--- src/rtl/kbd_port_pkg.sv ---
package kbd_port_pkg;
  localparam int unsigned ADDR_W    = 16;
  localparam int unsigned DATA_W    = 16;
  localparam int unsigned CHAR_W    = 8;
  localparam int unsigned READY_BIT = 15;
  localparam int unsigned IE_BIT    = 14;
  localparam logic [ADDR_W-1:0] STAT_ADDR = 16'hFE00;
  localparam logic [ADDR_W-1:0] DATA_ADDR = 16'hFE02;
  localparam int unsigned NUM_REGS  = 2;

  typedef enum logic [1:0] {
    SEL_NONE = 2'b00,
    SEL_STAT = 2'b01,
    SEL_DATA = 2'b10
  } reg_sel_e;
endpackage

--- src/rtl/kbd_addr_dec.sv ---
module kbd_addr_dec
  import kbd_port_pkg::*;
#(
  parameter int unsigned AW = ADDR_W,
  parameter logic [AW-1:0] STAT_A = STAT_ADDR,
  parameter logic [AW-1:0] DATA_A = DATA_ADDR
) (
  input  logic [AW-1:0] addr_i,
  input  logic          rd_i,
  input  logic          wr_i,
  output reg_sel_e      rd_sel_o,
  output logic          wr_stat_o,
  output logic          rd_data_o
);
  localparam logic [NUM_REGS-1:0][AW-1:0] MAP = {DATA_A, STAT_A};

  logic [NUM_REGS-1:0] hit;

  for (genvar g = 0; g < NUM_REGS; g++) begin : g_hit
    assign hit[g] = (addr_i == MAP[g]);
  end

  always_comb begin
    rd_sel_o = SEL_NONE;
    if (rd_i) begin
      if (hit[0])      rd_sel_o = SEL_STAT;
      else if (hit[1]) rd_sel_o = SEL_DATA;
    end
  end

  assign wr_stat_o = wr_i & hit[0];
  assign rd_data_o = rd_i & hit[1];
endmodule

--- src/rtl/kbd_char_latch.sv ---
module kbd_char_latch #(
  parameter int unsigned CW = 8
) (
  input  logic          clk_i,
  input  logic          rst_ni,
  input  logic          valid_i,
  input  logic [CW-1:0] char_i,
  input  logic          consume_i,
  output logic          ready_o,
  output logic [CW-1:0] char_o
);
  logic          ready_q;
  logic [CW-1:0] char_q;

  // lockout: a strobe is taken only while nothing is waiting
  always_ff @(posedge clk_i or negedge rst_ni) begin
    if (!rst_ni) begin
      ready_q <= 1'b0;
      char_q  <= '0;
    end else if (valid_i && !ready_q) begin
      ready_q <= 1'b1;
      char_q  <= char_i;
    end else if (consume_i) begin
      ready_q <= 1'b0;
    end
  end

  assign ready_o = ready_q;
  assign char_o  = char_q;
endmodule

--- src/rtl/kbd_ctrl_reg.sv ---
module kbd_ctrl_reg #(
  parameter int unsigned DW  = 16,
  parameter int unsigned IEB = 14
) (
  input  logic          clk_i,
  input  logic          rst_ni,
  input  logic          wr_i,
  input  logic [DW-1:0] wdata_i,
  output logic [DW-1:0] ctrl_o
);
  localparam logic [DW-1:0] WR_MASK = DW'(1) << IEB;

  logic [DW-1:0] ctrl_q;

  always_ff @(posedge clk_i or negedge rst_ni) begin
    if (!rst_ni)   ctrl_q <= '0;
    else if (wr_i) ctrl_q <= wdata_i & WR_MASK;
  end

  assign ctrl_o = ctrl_q;
endmodule

--- src/rtl/kbd_port.sv ---
module kbd_port
  import kbd_port_pkg::*;
#(
  parameter int unsigned AW  = ADDR_W,
  parameter int unsigned DW  = DATA_W,
  parameter int unsigned CW  = CHAR_W,
  parameter int unsigned RDB = READY_BIT,
  parameter int unsigned IEB = IE_BIT,
  parameter logic [AW-1:0] STAT_A = STAT_ADDR,
  parameter logic [AW-1:0] DATA_A = DATA_ADDR
) (
  input  logic          clk_i,
  input  logic          rst_ni,
  input  logic          key_valid_i,
  input  logic [CW-1:0] key_char_i,
  input  logic [AW-1:0] bus_addr_i,
  input  logic          bus_rd_i,
  input  logic          bus_wr_i,
  input  logic [DW-1:0] bus_wdata_i,
  output logic          rd_sel_o,
  output logic [DW-1:0] rd_data_o,
  output logic          irq_o
);
  reg_sel_e      sel;
  logic          wr_stat;
  logic          rd_dreg;
  logic          ready_q;
  logic [CW-1:0] char_q;
  logic [DW-1:0] ctrl_q;
  logic [DW-1:0] stat_word;

  kbd_addr_dec #(.AW(AW), .STAT_A(STAT_A), .DATA_A(DATA_A)) u_dec (
    .addr_i    (bus_addr_i),
    .rd_i      (bus_rd_i),
    .wr_i      (bus_wr_i),
    .rd_sel_o  (sel),
    .wr_stat_o (wr_stat),
    .rd_data_o (rd_dreg)
  );

  kbd_char_latch #(.CW(CW)) u_latch (
    .clk_i     (clk_i),
    .rst_ni    (rst_ni),
    .valid_i   (key_valid_i),
    .char_i    (key_char_i),
    .consume_i (rd_dreg),
    .ready_o   (ready_q),
    .char_o    (char_q)
  );

  kbd_ctrl_reg #(.DW(DW), .IEB(IEB)) u_ctrl (
    .clk_i   (clk_i),
    .rst_ni  (rst_ni),
    .wr_i    (wr_stat),
    .wdata_i (bus_wdata_i),
    .ctrl_o  (ctrl_q)
  );

  assign stat_word = ctrl_q | (DW'(ready_q) << RDB);

  always_comb begin
    unique case (sel)
      SEL_STAT: rd_data_o = stat_word;
      SEL_DATA: rd_data_o = DW'(char_q);
      default:  rd_data_o = '0;
    endcase
  end

  assign rd_sel_o = (sel != SEL_NONE);
  assign irq_o    = ready_q & ctrl_q[IEB];
endmodule

--- config.mk ---
export PLATFORM = sky130hd
export DESIGN_NAME = kbd_port
export DESIGN_NICKNAME = d
export VERILOG_FILES = /design/src/rtl/kbd_port_pkg.sv /design/src/rtl/kbd_addr_dec.sv /design/src/rtl/kbd_char_latch.sv /design/src/rtl/kbd_ctrl_reg.sv /design/src/rtl/kbd_port.sv
export SDC_FILE = /design/constraint.sdc
export NUM_CORES = 1
export LEC_CHECK = 0
export ABC_AREA = 1
export BUFFER_PORTS_ARGS = -buffer_cell sky130_fd_sc_hd__buf_4
export CORE_MARGIN = 3
export CORE_UTILIZATION = 38
export CTS_BUF_LIST = sky130_fd_sc_hd__clkbuf_16
export DETAILED_ROUTE_END_ITERATION = 7
export GPL_TIMING_DRIVEN = 0
export PLACE_DENSITY_LB_ADDON = 0.08
export REMOVE_ABC_BUFFERS = 1
export SKIP_CTS_REPAIR_TIMING = 1
export SLEW_MARGIN = 10
export SYNTH_ARGS = -nofsm -noshare
export SYNTH_HDL_FRONTEND = slang
export SYNTH_SLANG_ARGS = --single-unit
export TNS_END_PERCENT = 30
--- constraint.sdc ---
create_clock -name clk_i -period 3.1 [get_ports clk_i]
set_input_delay 0.31 -clock clk_i [delete_from_list [all_inputs] [get_ports clk_i]]
set_output_delay 0.31 -clock clk_i [all_outputs]
set_load 0.01 [all_outputs]
Word level (Yosys, flattened, before mapping)
Cells that the tools add are included.

storage, ports and cells
  register bits after elaboration = 10
  output and inout port bits = 18
  input bits = 45
  logic and storage cells = 21

operators by class
  reductions and logical operators = 4
  bitwise gates (word level) = 4
  multiplexer cells = 6
  equal/unequal tests = 4

operators with widths
  cell                                           number
  == test 16 bit, second input constant          2
  case mux 16 bit (2 select lines)               1
  bitwise OR 15 x 16 -> 16 bit                   1
  2-to-1 mux 2 bit                               3
  nonzero test 2 bit                             2
  bitwise AND 1 bit                              3
  == test 2 x 1 -> 1 bit, second input constant  1
  == test 2 bit, second input constant           1
  2-to-1 mux 1 bit                               2
  logical AND 1 bit                              1
  zero test 1 bit                                1

Longest topological paths before layout
Gate-level depths: netlist (run 1).

  depth after elaboration = 6
  mapped depth = 10
  mapped depth without buffers = 9

Hierarchy
Synthesis (run 1) repeated with hierarchy kept, for this count alone.

second synthesis, totals
  cell total of the unflattened synthesis = 137
  area, all modules = 888.4 um^2

by module, submodules not included
  module          area an instance (um^2)  cells each  times used  seq. area each (um^2)
  kbd_char_latch  356.6                    37          1           225.2
  kbd_port        267.8                    53          1           0.0
  kbd_ctrl_reg    156.4                    21          1           25.0
  kbd_addr_dec    107.6                    26          1           0.0

Worst setup path after synthesis (run 1)
Ideal clock, no wire load.

  path kind = input to output
  start = input port bus_addr_i[3]
  end = output port rd_data_o[0]
  path buffers = 1
  required time = 2,790 ps
  stages on the path = 7
  path slack = 1,420 ps
  arrival time = 1,370 ps
  cells stage by stage = nor2_1 > nand2_1 > nor2_2 > nand3_2 > ha_1 > clkbuf_1 > nor2_1

on the way
  cells in the longest elaborated chain, start to end = 6
  elaborated cells between the ends (all ways) = 8
  those cells by class = eq/ne: 4; mux: 4

ends and longest elaborated chain
  element                                                  RTL line            RTL
  from (decl)                                              kbd_port.sv:16      input logic [AW-1:0] bus_addr_i,
  == test 16 bit                                           kbd_addr_dec.sv:20  assign hit[g] = (addr_i == MAP[g]);
  2-to-1 mux 2 bit                                         kbd_addr_dec.sv:27  else if (hit[1]) rd_sel_o = SEL_DATA;
  2-to-1 mux 2 bit *                                       kbd_addr_dec.sv:26  if (hit[0]) rd_sel_o = SEL_STAT;
  2-to-1 mux 2 bit *                                       kbd_addr_dec.sv:25  if (rd_i) begin
  == test 2 bit or == test 2 x 1 -> 1 bit (tied branches)  kbd_port.sv:62      unique case (sel)
  case mux 16 bit (2 select lines) *                       kbd_port.sv:62
  to (decl)                                                kbd_port.sv:21      output logic [DW-1:0] rd_data_o,

Every way passes the cells marked *; elsewhere a longest branch is shown, timed or not.

Worst setup path after layout (run 1)
  start = input port bus_addr_i[3]
  end = output port rd_data_o[1]

Same word-level chain as after synthesis.

==> flow_metrics.env, run 1 <==
export IMPL_tns_ns=0
export IMPL_routed_wl_um=1530
export IMPL_grt_pass1_wl_um=2210
export IMPL_final_cell_mix="buf_4, nand2_1, nor2_1, inv_1, dfrtp_1"
export IMPL_p_leak_nw=0.584
export IMPL_final_cells=143
export IMPL_port_buffers=41
export IMPL_place_gp_congestion=0.721
export IMPL_drc_errors=0
export IMPL_crit_family="simple AND/OR/NAND/NOR gates"
export IMPL_p_sw_w=0.000103
export IMPL_first_global_vias=546
export IMPL_final_period_utilization_pct=62.5
export IMPL_regToRegSetupSlack_ns=2.06
export IMPL_outcome="finished clean"
export IMPL_crit_path_start_kind="input pin"
export IMPL_hpwl_um=1190
export IMPL_clk_pin_slew_worst_paths_ns=0.04
export IMPL_wire_per_inst_um=10.7
export IMPL_worst_path_buf_inv=2
export IMPL_rsz0062_at_grt="no"
export IMPL_hold_end="u_latch.char_o[7]"
export IMPL_cap_violations=0
export IMPL_n_fill_cell=143
export IMPL_die_y_um=47.9
export IMPL_pwr_density_cell_nw_per_um2=474
export IMPL_fp_dieW_um=47.9
export IMPL_dp_cells=138
export IMPL_min_path_type="input pin to register"
export IMPL_drive_above_1_share_pct=45.7
export IMPL_netlist_instances=84
export IMPL_p_sw_share_pct=20.7
export IMPL_yosys_area_top_type="dfrtp_1"
export IMPL_end_kind="output port"
export IMPL_final_common_cell="buf_4"
export IMPL_path_max_fanout=8
export IMPL_hold_viol_final=0
export IMPL_root_buffer="clkbuf_16"
export IMPL_vdd_drop_max_uv=358
export IMPL_r2r_start="u_latch.ready_o"
export IMPL_reg2reg_depth=3
export IMPL_p_seq_share_pct=38.2
export IMPL_cts_buffers_inserted=3
export IMPL_clock_fmax_mhz=516
export IMPL_htreeDepth=1
export IMPL_fp_row_count=14
export IMPL_final_core_util_pct=66.5
export IMPL_synthDistinctLibCells=16
export IMPL_syn_area_sq_um=666
export IMPL_vias=636
export IMPL_slew_viol_final=0
export IMPL_insertion_delay_ns=0.23
export IMPL_final_area_sq_um=1050
export IMPL_synth_area_per_cell_sq_um=7.92
export IMPL_ys_seq_area_share_pct=37.6
export IMPL_fin_skew_ns=0.00214
export IMPL_hold_slack_ns=0.306
export IMPL_ys_warn_count=0
export IMPL_antenna_found_initial=0
export IMPL_cts_tree="yes"
export IMPL_synth_top_cell_area_share_pct=37.6
export IMPL_core_sq_um=1580
export IMPL_drt_iter0_markers=5
export IMPL_n_antenna_cell=0
export IMPL_fin_crit_ns=1.94
export IMPL_critical_path_slowest_cell="ha_1"
export IMPL_critPathKind="input pin to output port"
export IMPL_worstHoldStart="key_char_i[7]"
export IMPL_ios=63
export IMPL_layout_area_overhead_vs_synth_pct=57.5
export IMPL_vias_per_cell=4.45
export IMPL_clock_sinks=10
export IMPL_num_nets_final=176
export IMPL_grtUsageTotal_pct=14.6
export IMPL_grt_start_max_net_pins=11
export IMPL_ant_nets=0
export IMPL_die_area_sq_um=2290
export IMPL_path_cells="buf_4, nor2_1, nand2_1, nor2_2, nand3_2, ha_1, nor2_1, buf_4"
export IMPL_rr_endpoint="u_latch.char_o[3]"
export IMPL_place_area_sq_um=960
export IMPL_combPwrFrac_pct=16.4
export IMPL_firstDrtPassIters=4
export IMPL_start_util_pct=42.2
export IMPL_cp_arrival_ns=1.63
export IMPL_grt_overflow=0
export IMPL_ys_seq_elements=10
export IMPL_min_path_cells=2
export IMPL_synth_area_leaders="dfrtp_1, mux2_2, nand2_1"
export IMPL_cts_path_max_buffers=2
export IMPL_cp_data_required_time_ns=2.79
export IMPL_clock_power_share_pct=45.4
export IMPL_max_stage_delay_ns=0.43
export IMPL_p_int_w=0.000394
export IMPL_setup_viol=0
## power by group through the flow
stage / sequential (W) / clock (W) / combinational [W]
2_1_floorplan: 0.000186 / 0 / 0.0000455
3_3_place_gp: 0.000189 / 0 / 0.0000784
3_5_place_dp: 0.000191 / 0 / 0.0000805
4_1_cts: 0.000191 / 0.000230 / 0.0000822
5_1_grt: 0.000195 / 0.000234 / 0.0000921
6_report: 0.000190 / 0.000226 / 0.0000814
## state kept, by name, indices dropped and copies added (netlist names)
signal           count
u_latch.char_o       8
u_ctrl.ctrl_o        1
u_latch.ready_o      1
## stage by stage
step	worst slack (ns)	total power, W
finish	1.16	0.000497
detailed placement	1.18	0.000271
global placement	1.19	0.000267
floorplan	1.48	0.000232
global route	1.05	0.000521
CTS	1.17	0.000503
## worst max-delay path by stage
stage / from / end / slack [ns] / cells after the start
2_1_floorplan: bus_addr_i[3] / rd_data_o[0] / 1.48 / 6
3_3_place_gp: bus_addr_i[5] / rd_data_o[1] / 1.19 / 8
3_5_place_dp: bus_addr_i[3] / rd_data_o[1] / 1.18 / 8
4_1_cts: bus_addr_i[3] / rd_data_o[1] / 1.17 / 8
5_1_grt: bus_addr_i[5] / rd_data_o[1] / 1.05 / 8
6_report: bus_addr_i[3] / rd_data_o[1] / 1.16 / 8
## final cells by class
class | count | area, sq um | area share (%)
well taps | 16 | 20.0 | 1.91
clock inverters | 1 | 3.75 | 0.358
flip-flops and latches | 10 | 250 | 23.9
clock buffers | 3 | 75.1 | 7.16
inverters | 11 | 41.3 | 3.94
multi-input cells | 60 | 340 | 32.5
repair buffers | 42 | 318 | 30.3
## cells by family (layout without fill, tap and decap cells)
family,count (synthesis),count (layout),share of synthesized area [%]
other,1,6,0.563
flip-flops,10,10,37.6
AND/OR/NAND/NOR,43,43,28.6
adder cells (fa/ha/maj),3,3,5.64
buffers and inverters,19,57,14.1
multiplexers,8,8,13.5
## Yosys cell counts, drive strengths merged
| cell type | number |
|---|---|
| nand2 | 22 |
| nor2 | 16 |
| inv | 11 |
| dfrtp | 10 |
| mux2 | 8 |
| buf | 6 |
| ha | 3 |
| nand3 | 3 |
| clkbuf | 2 |
| nand4 | 2 |
| conb | 1 |
## metal layers
layer	part of all wire, %	routed length [um]	GRT usage [%]
met1	38	586	14.1
met2	54	819	26.1
met3	6.4	98	5.64
met4	1.6	24	8.06
met5	0	0	0
No activity file was read; power rests on OpenSTA's default activity.
==> run 2, diff against run 1 <==
--- a/config.mk
+++ b/config.mk
@@ -8,7 +8,7 @@
 export ABC_AREA = 1
 export BUFFER_PORTS_ARGS = -buffer_cell sky130_fd_sc_hd__buf_4
 export CORE_MARGIN = 3
-export CORE_UTILIZATION = 38
+export CORE_UTILIZATION = 35
 export CTS_BUF_LIST = sky130_fd_sc_hd__clkbuf_16
 export DETAILED_ROUTE_END_ITERATION = 7
 export GPL_TIMING_DRIVEN = 0
==> constraint.sdc (replaced) <==
create_clock -name clk_i -period 2 [get_ports clk_i]
set_input_delay 0.2 -clock clk_i [delete_from_list [all_inputs] [get_ports clk_i]]
set_output_delay 0.2 -clock clk_i [all_outputs]
set_load 0.01 [all_outputs]
==> flow_metrics.env, run 2 (synthesis gave the netlist of run 1 again) <==
export IMPL_outcome="finished clean"
export IMPL_clock_sinks=10
export IMPL_final_period_utilization_pct=85.6
export IMPL_drive_above_1_share_pct=46.0
export IMPL_antenna_found_initial=0
export IMPL_n_antenna_cell=0
export IMPL_vias_per_cell=4.29
export IMPL_num_nets_final=176
export IMPL_gr_usage_met3_pct=3.93
export IMPL_die_y_um=49.6
export IMPL_firstDrtPassIters=2
export IMPL_cts_buffers_inserted=3
export IMPL_globalRouteMet2Util_pct=22.7
export IMPL_hold_slack_ns=0.197
export IMPL_cts_tree="yes"
export IMPL_fp_dieW_um=49.6
export IMPL_place_ws_ns=0.279
export IMPL_hpwl_um=1160
export IMPL_cap_violations=0
export IMPL_ios=63
export IMPL_port_buffers=41
export IMPL_pwr_density_cell_nw_per_um2=725
export IMPL_grt_pass1_wl_um=2470
export IMPL_critPathKind="input pin to output port"
export IMPL_tns_ns=0
export IMPL_die_area_sq_um=2460
export IMPL_end_kind="output port"
export IMPL_p_leak_nw=0.582
export IMPL_drt_iter0_markers=2
export IMPL_rsz0062_at_grt="no"
export IMPL_wire_per_inst_um=9.52
export IMPL_drc_errors=0
export IMPL_crit_path_start_kind="input pin"
export IMPL_cts_path_max_buffers=2
export IMPL_final_cell_mix="buf_4, nand2_1, nor2_1, inv_1, dfrtp_1"
export IMPL_start_util_pct=37.7
export IMPL_fp_row_count=15
export IMPL_hold_viol_final=0
export IMPL_place_gp_congestion=0.731
export IMPL_grt_overflow=0
export IMPL_vdd_drop_max_uv=533
export IMPL_htreeDepth=1
export IMPL_grt_busiest_layer="met2"
export IMPL_final_area_sq_um=1060
export IMPL_cp_arrival_ns=1.51
export IMPL_core_sq_um=1760
export IMPL_path_max_fanout=8
export IMPL_clk_pin_slew_worst_paths_ns=0.04
export IMPL_largest_reg_flops=8
export IMPL_clock_fmax_mhz=584
export IMPL_place_area_sq_um=971
export IMPL_slew_viol_final=0
export IMPL_vias=648
export IMPL_min_path_type="input pin to register"
export IMPL_grtUsageTotal_pct=12.9
export IMPL_layout_area_overhead_vs_synth_pct=58.6
export IMPL_ant_nets=0
export IMPL_cp_data_required_time_ns=1.80
export IMPL_first_global_vias=646
export IMPL_setup_viol=0
export IMPL_grt_start_max_net_pins=11
export IMPL_root_buffer="clkbuf_16"
export IMPL_fin_skew_ns=0.00298
export IMPL_routed_wl_um=1440
export IMPL_fin_crit_ns=1.71
export IMPL_final_common_cell="buf_4"
export IMPL_grt_use_met1_pct=14.1
export IMPL_fin_ws_ns=0.287
export IMPL_insertion_delay_ns=0.23
-- run 2: through the flow --
step | util [%] | total power (W) | std cells
detailed placement | 55.0 | 0.000421 | 147
CTS | 59.3 | 0.000773 | 150
global route | 59.9 | 0.000810 | 151
floorplan | - | 0.000359 | 81
global placement | 55.0 | 0.000414 | 147
finish | 59.9 | 0.000765 | 151
-- run 2: path summary, 6_finish.rpt --
path	cells after the start	from	to	slack (ns)
min	2	key_char_i[2]	u_latch.char_o[2]	0.20
max reg2reg	3	u_latch.ready_o	u_latch.char_o[3]	0.96
max	8	bus_addr_i[3]	rd_data_o[1]	0.29
min in group asynchronous	2	rst_ni	u_latch.ready_o	0.34
max in group asynchronous	2	rst_ni	u_latch.char_o[5]	1.52
min reg2reg	1	u_latch.char_o[0]	u_latch.char_o[0]	0.50
-- run 2: power by group --
group	switching (W)	total (W)	internal [W]
Clock	0.0000880	0.000347	0.000259
Combinational	0.0000403	0.000126	0.0000852
Sequential	0.0000284	0.000293	0.000264
-- run 2: cell type report --
cell class                 instances  area [sq um]
tap                               25          31.3
sequential                        10           250
fill                             176           708
inverter                          11          41.3
multi-input combinational         60           340
clock buffer                       3          75.1
timing repair buffer              42           318
-- run 2: metal layers --
metal / vias to the layer above / routed length [um]
met2: 25 / 740
met5: - / 0
met4: 0 / 10
li1: 328 / -
met3: 2 / 122
met1: 293 / 562
-- run 2: worst max-delay path: stages --
cell,delay (ns)
buf_4,0.11
nor2_1,0.14
nand2_1,0.08
nor2_2,0.14
nand3_2,0.12
ha_1,0.43
nor2_1,0.16
buf_4,0.14
==> run 3, diff against run 2 <==
==> constraint.sdc (replaced) <==
create_clock -name clk_i -period 2 [get_ports clk_i]
set_input_delay 0.4 -clock clk_i [delete_from_list [all_inputs] [get_ports clk_i]]
set_output_delay 0.4 -clock clk_i [all_outputs]
set_load 0.01 [all_outputs]
==> flow_metrics.env, run 3 (synthesis gave the netlist of run 1 again) <==
export IMPL_reg2reg_depth=3
export IMPL_wire_per_inst_um=9.64
export IMPL_fp_row_count=15
export IMPL_die_y_um=49.6
export IMPL_tns_ns=0
export IMPL_cp_data_required_time_ns=1.60
export IMPL_vias=644
export IMPL_crit_path_start_kind="input pin"
export IMPL_port_buffers=41
export IMPL_routed_wl_um=1470
export IMPL_top_layer_used="met4"
export IMPL_combPwrFrac_pct=16.6
export IMPL_drc_errors=0
export IMPL_min_path_type="input pin to register"
export IMPL_pwr_density_cell_nw_per_um2=701
export IMPL_n_antenna_cell=0
export IMPL_p_seq_share_pct=38.3
export IMPL_drt_iter0_markers=1
export IMPL_clk_pin_slew_worst_paths_ns=0.04
export IMPL_die_area_sq_um=2460
export IMPL_final_common_cell="buf_4"
export IMPL_min_path_cells=2
export IMPL_antenna_found_initial=0
export IMPL_m1WireLength_um=546
export IMPL_end_kind="output port"
export IMPL_drive_above_1_share_pct=50.4
export IMPL_grt_pass1_wl_um=2470
export IMPL_p_leak_nw=0.586
export IMPL_place_area_sq_um=971
export IMPL_dr_wl_met3_um=117
export IMPL_num_nets_final=177
export IMPL_start_util_pct=37.7
export IMPL_path_max_fanout=8
export IMPL_vias_per_cell=4.24
export IMPL_grt_start_max_net_pins=11
export IMPL_core_sq_um=1760
export IMPL_insertion_delay_ns=0.23
export IMPL_fp_dieW_um=49.6
export IMPL_first_global_vias=646
export IMPL_grt_overflow=0
export IMPL_final_cell_mix="buf_4, nand2_1, nor2_1, dfrtp_1, inv_1"
export IMPL_p_sw_share_pct=20.2
export IMPL_clock_power_share_pct=45.1
export IMPL_fin_crit_ns=1.93
export IMPL_critPathKind="input pin to output port"
export IMPL_cts_path_max_buffers=2
export IMPL_outcome="finished clean"
export IMPL_p_int_w=0.000609
export IMPL_slew_viol_final=0
export IMPL_wl_met2_um=790
export IMPL_firstDrtPassIters=3
export IMPL_htreeDepth=1
export IMPL_vdd_drop_max_uv=534
export IMPL_clock_fmax_mhz=518
export IMPL_root_buffer="clkbuf_16"
export IMPL_fin_skew_ns=0.00139
export IMPL_p_sw_w=0.000154
export IMPL_place_gp_congestion=0.731
export IMPL_n_fill_cell=171
export IMPL_cts_buffers_inserted=3
export IMPL_clock_sinks=10
export IMPL_cp_arrival_ns=1.53
export IMPL_hold_viol_final=0
export IMPL_ios=63
export IMPL_layout_area_overhead_vs_synth_pct=63.5
export IMPL_cts_tree="yes"
export IMPL_final_period_utilization_pct=96.6
export IMPL_hpwl_um=1160
export IMPL_ant_nets=0
export IMPL_cap_violations=0
export IMPL_final_area_sq_um=1090
export IMPL_setup_viol=0
export IMPL_hold_slack_ns=0.397
export IMPL_largest_reg_flops=8
export IMPL_grtUsageTotal_pct=12.9
==> run 3: worst paths after layout <==
check                             startpoint           endpoint  slack (ns)
min reg2reg                u_latch.char_o[0]  u_latch.char_o[0]        0.50
min                            key_char_i[2]  u_latch.char_o[2]        0.40
max                            bus_addr_i[3]       rd_data_o[1]        0.07
min in group asynchronous             rst_ni    u_latch.ready_o        0.54
max reg2reg                  u_latch.ready_o  u_latch.char_o[6]        0.97
max in group asynchronous             rst_ni  u_latch.char_o[5]        1.32
==> run 3: area by class of cell <==
type,instances,area [sq um],area share (%)
Timing Repair Buffer,43,325,29.9
Clock buffer,3,75.1,6.90
Inverter,11,41.3,3.79
Sequential cell,10,250,23.0
Multi-Input combinational cell,60,365,33.6
Tap cell,25,31.3,2.87
==> run 3: worst max-delay path: stages <==
cell,delay [ns]
buf_4,0.11
nor2_2,0.11
nand2_1,0.07
nor2_2,0.15
nand3_2,0.14
ha_4,0.34
nor2_1,0.06
buf_4,0.14
==> run 3: routing by layer <==
metal / track usage (%) / vias up
met4: 5.53 / 0
met1: 14.1 / 288
met5: 0 / -
met2: 22.7 / 25
li1: - / 329
met3: 3.93 / 2
==> run 3: power by group through the flow <==
stage,Clock (W),Combinational (W),Sequential (W)
floorplan,0,0.0000705,0.000288
global placement,0,0.000121,0.000293
detailed placement,0,0.000125,0.000296
CTS,0.000353,0.000125,0.000294
global route,0.000366,0.000145,0.000300
finish,0.000344,0.000127,0.000293
==> run 3: metrics by stage <==
| step | util, % | std cells | worst slack, ns | total power [W] |
|---|---|---|---|---|
| after floorplan | - | 81 | 0.204 | 0.000359 |
| after global placement | 55.0 | 147 | -0.0865 | 0.000414 |
| after detailed placement | 55.0 | 147 | -0.121 | 0.000421 |
| after CTS | 59.3 | 150 | -0.132 | 0.000773 |
| after global routing | 61.7 | 152 | -0.0298 | 0.000811 |
| final | 61.7 | 152 | 0.0678 | 0.000763 |
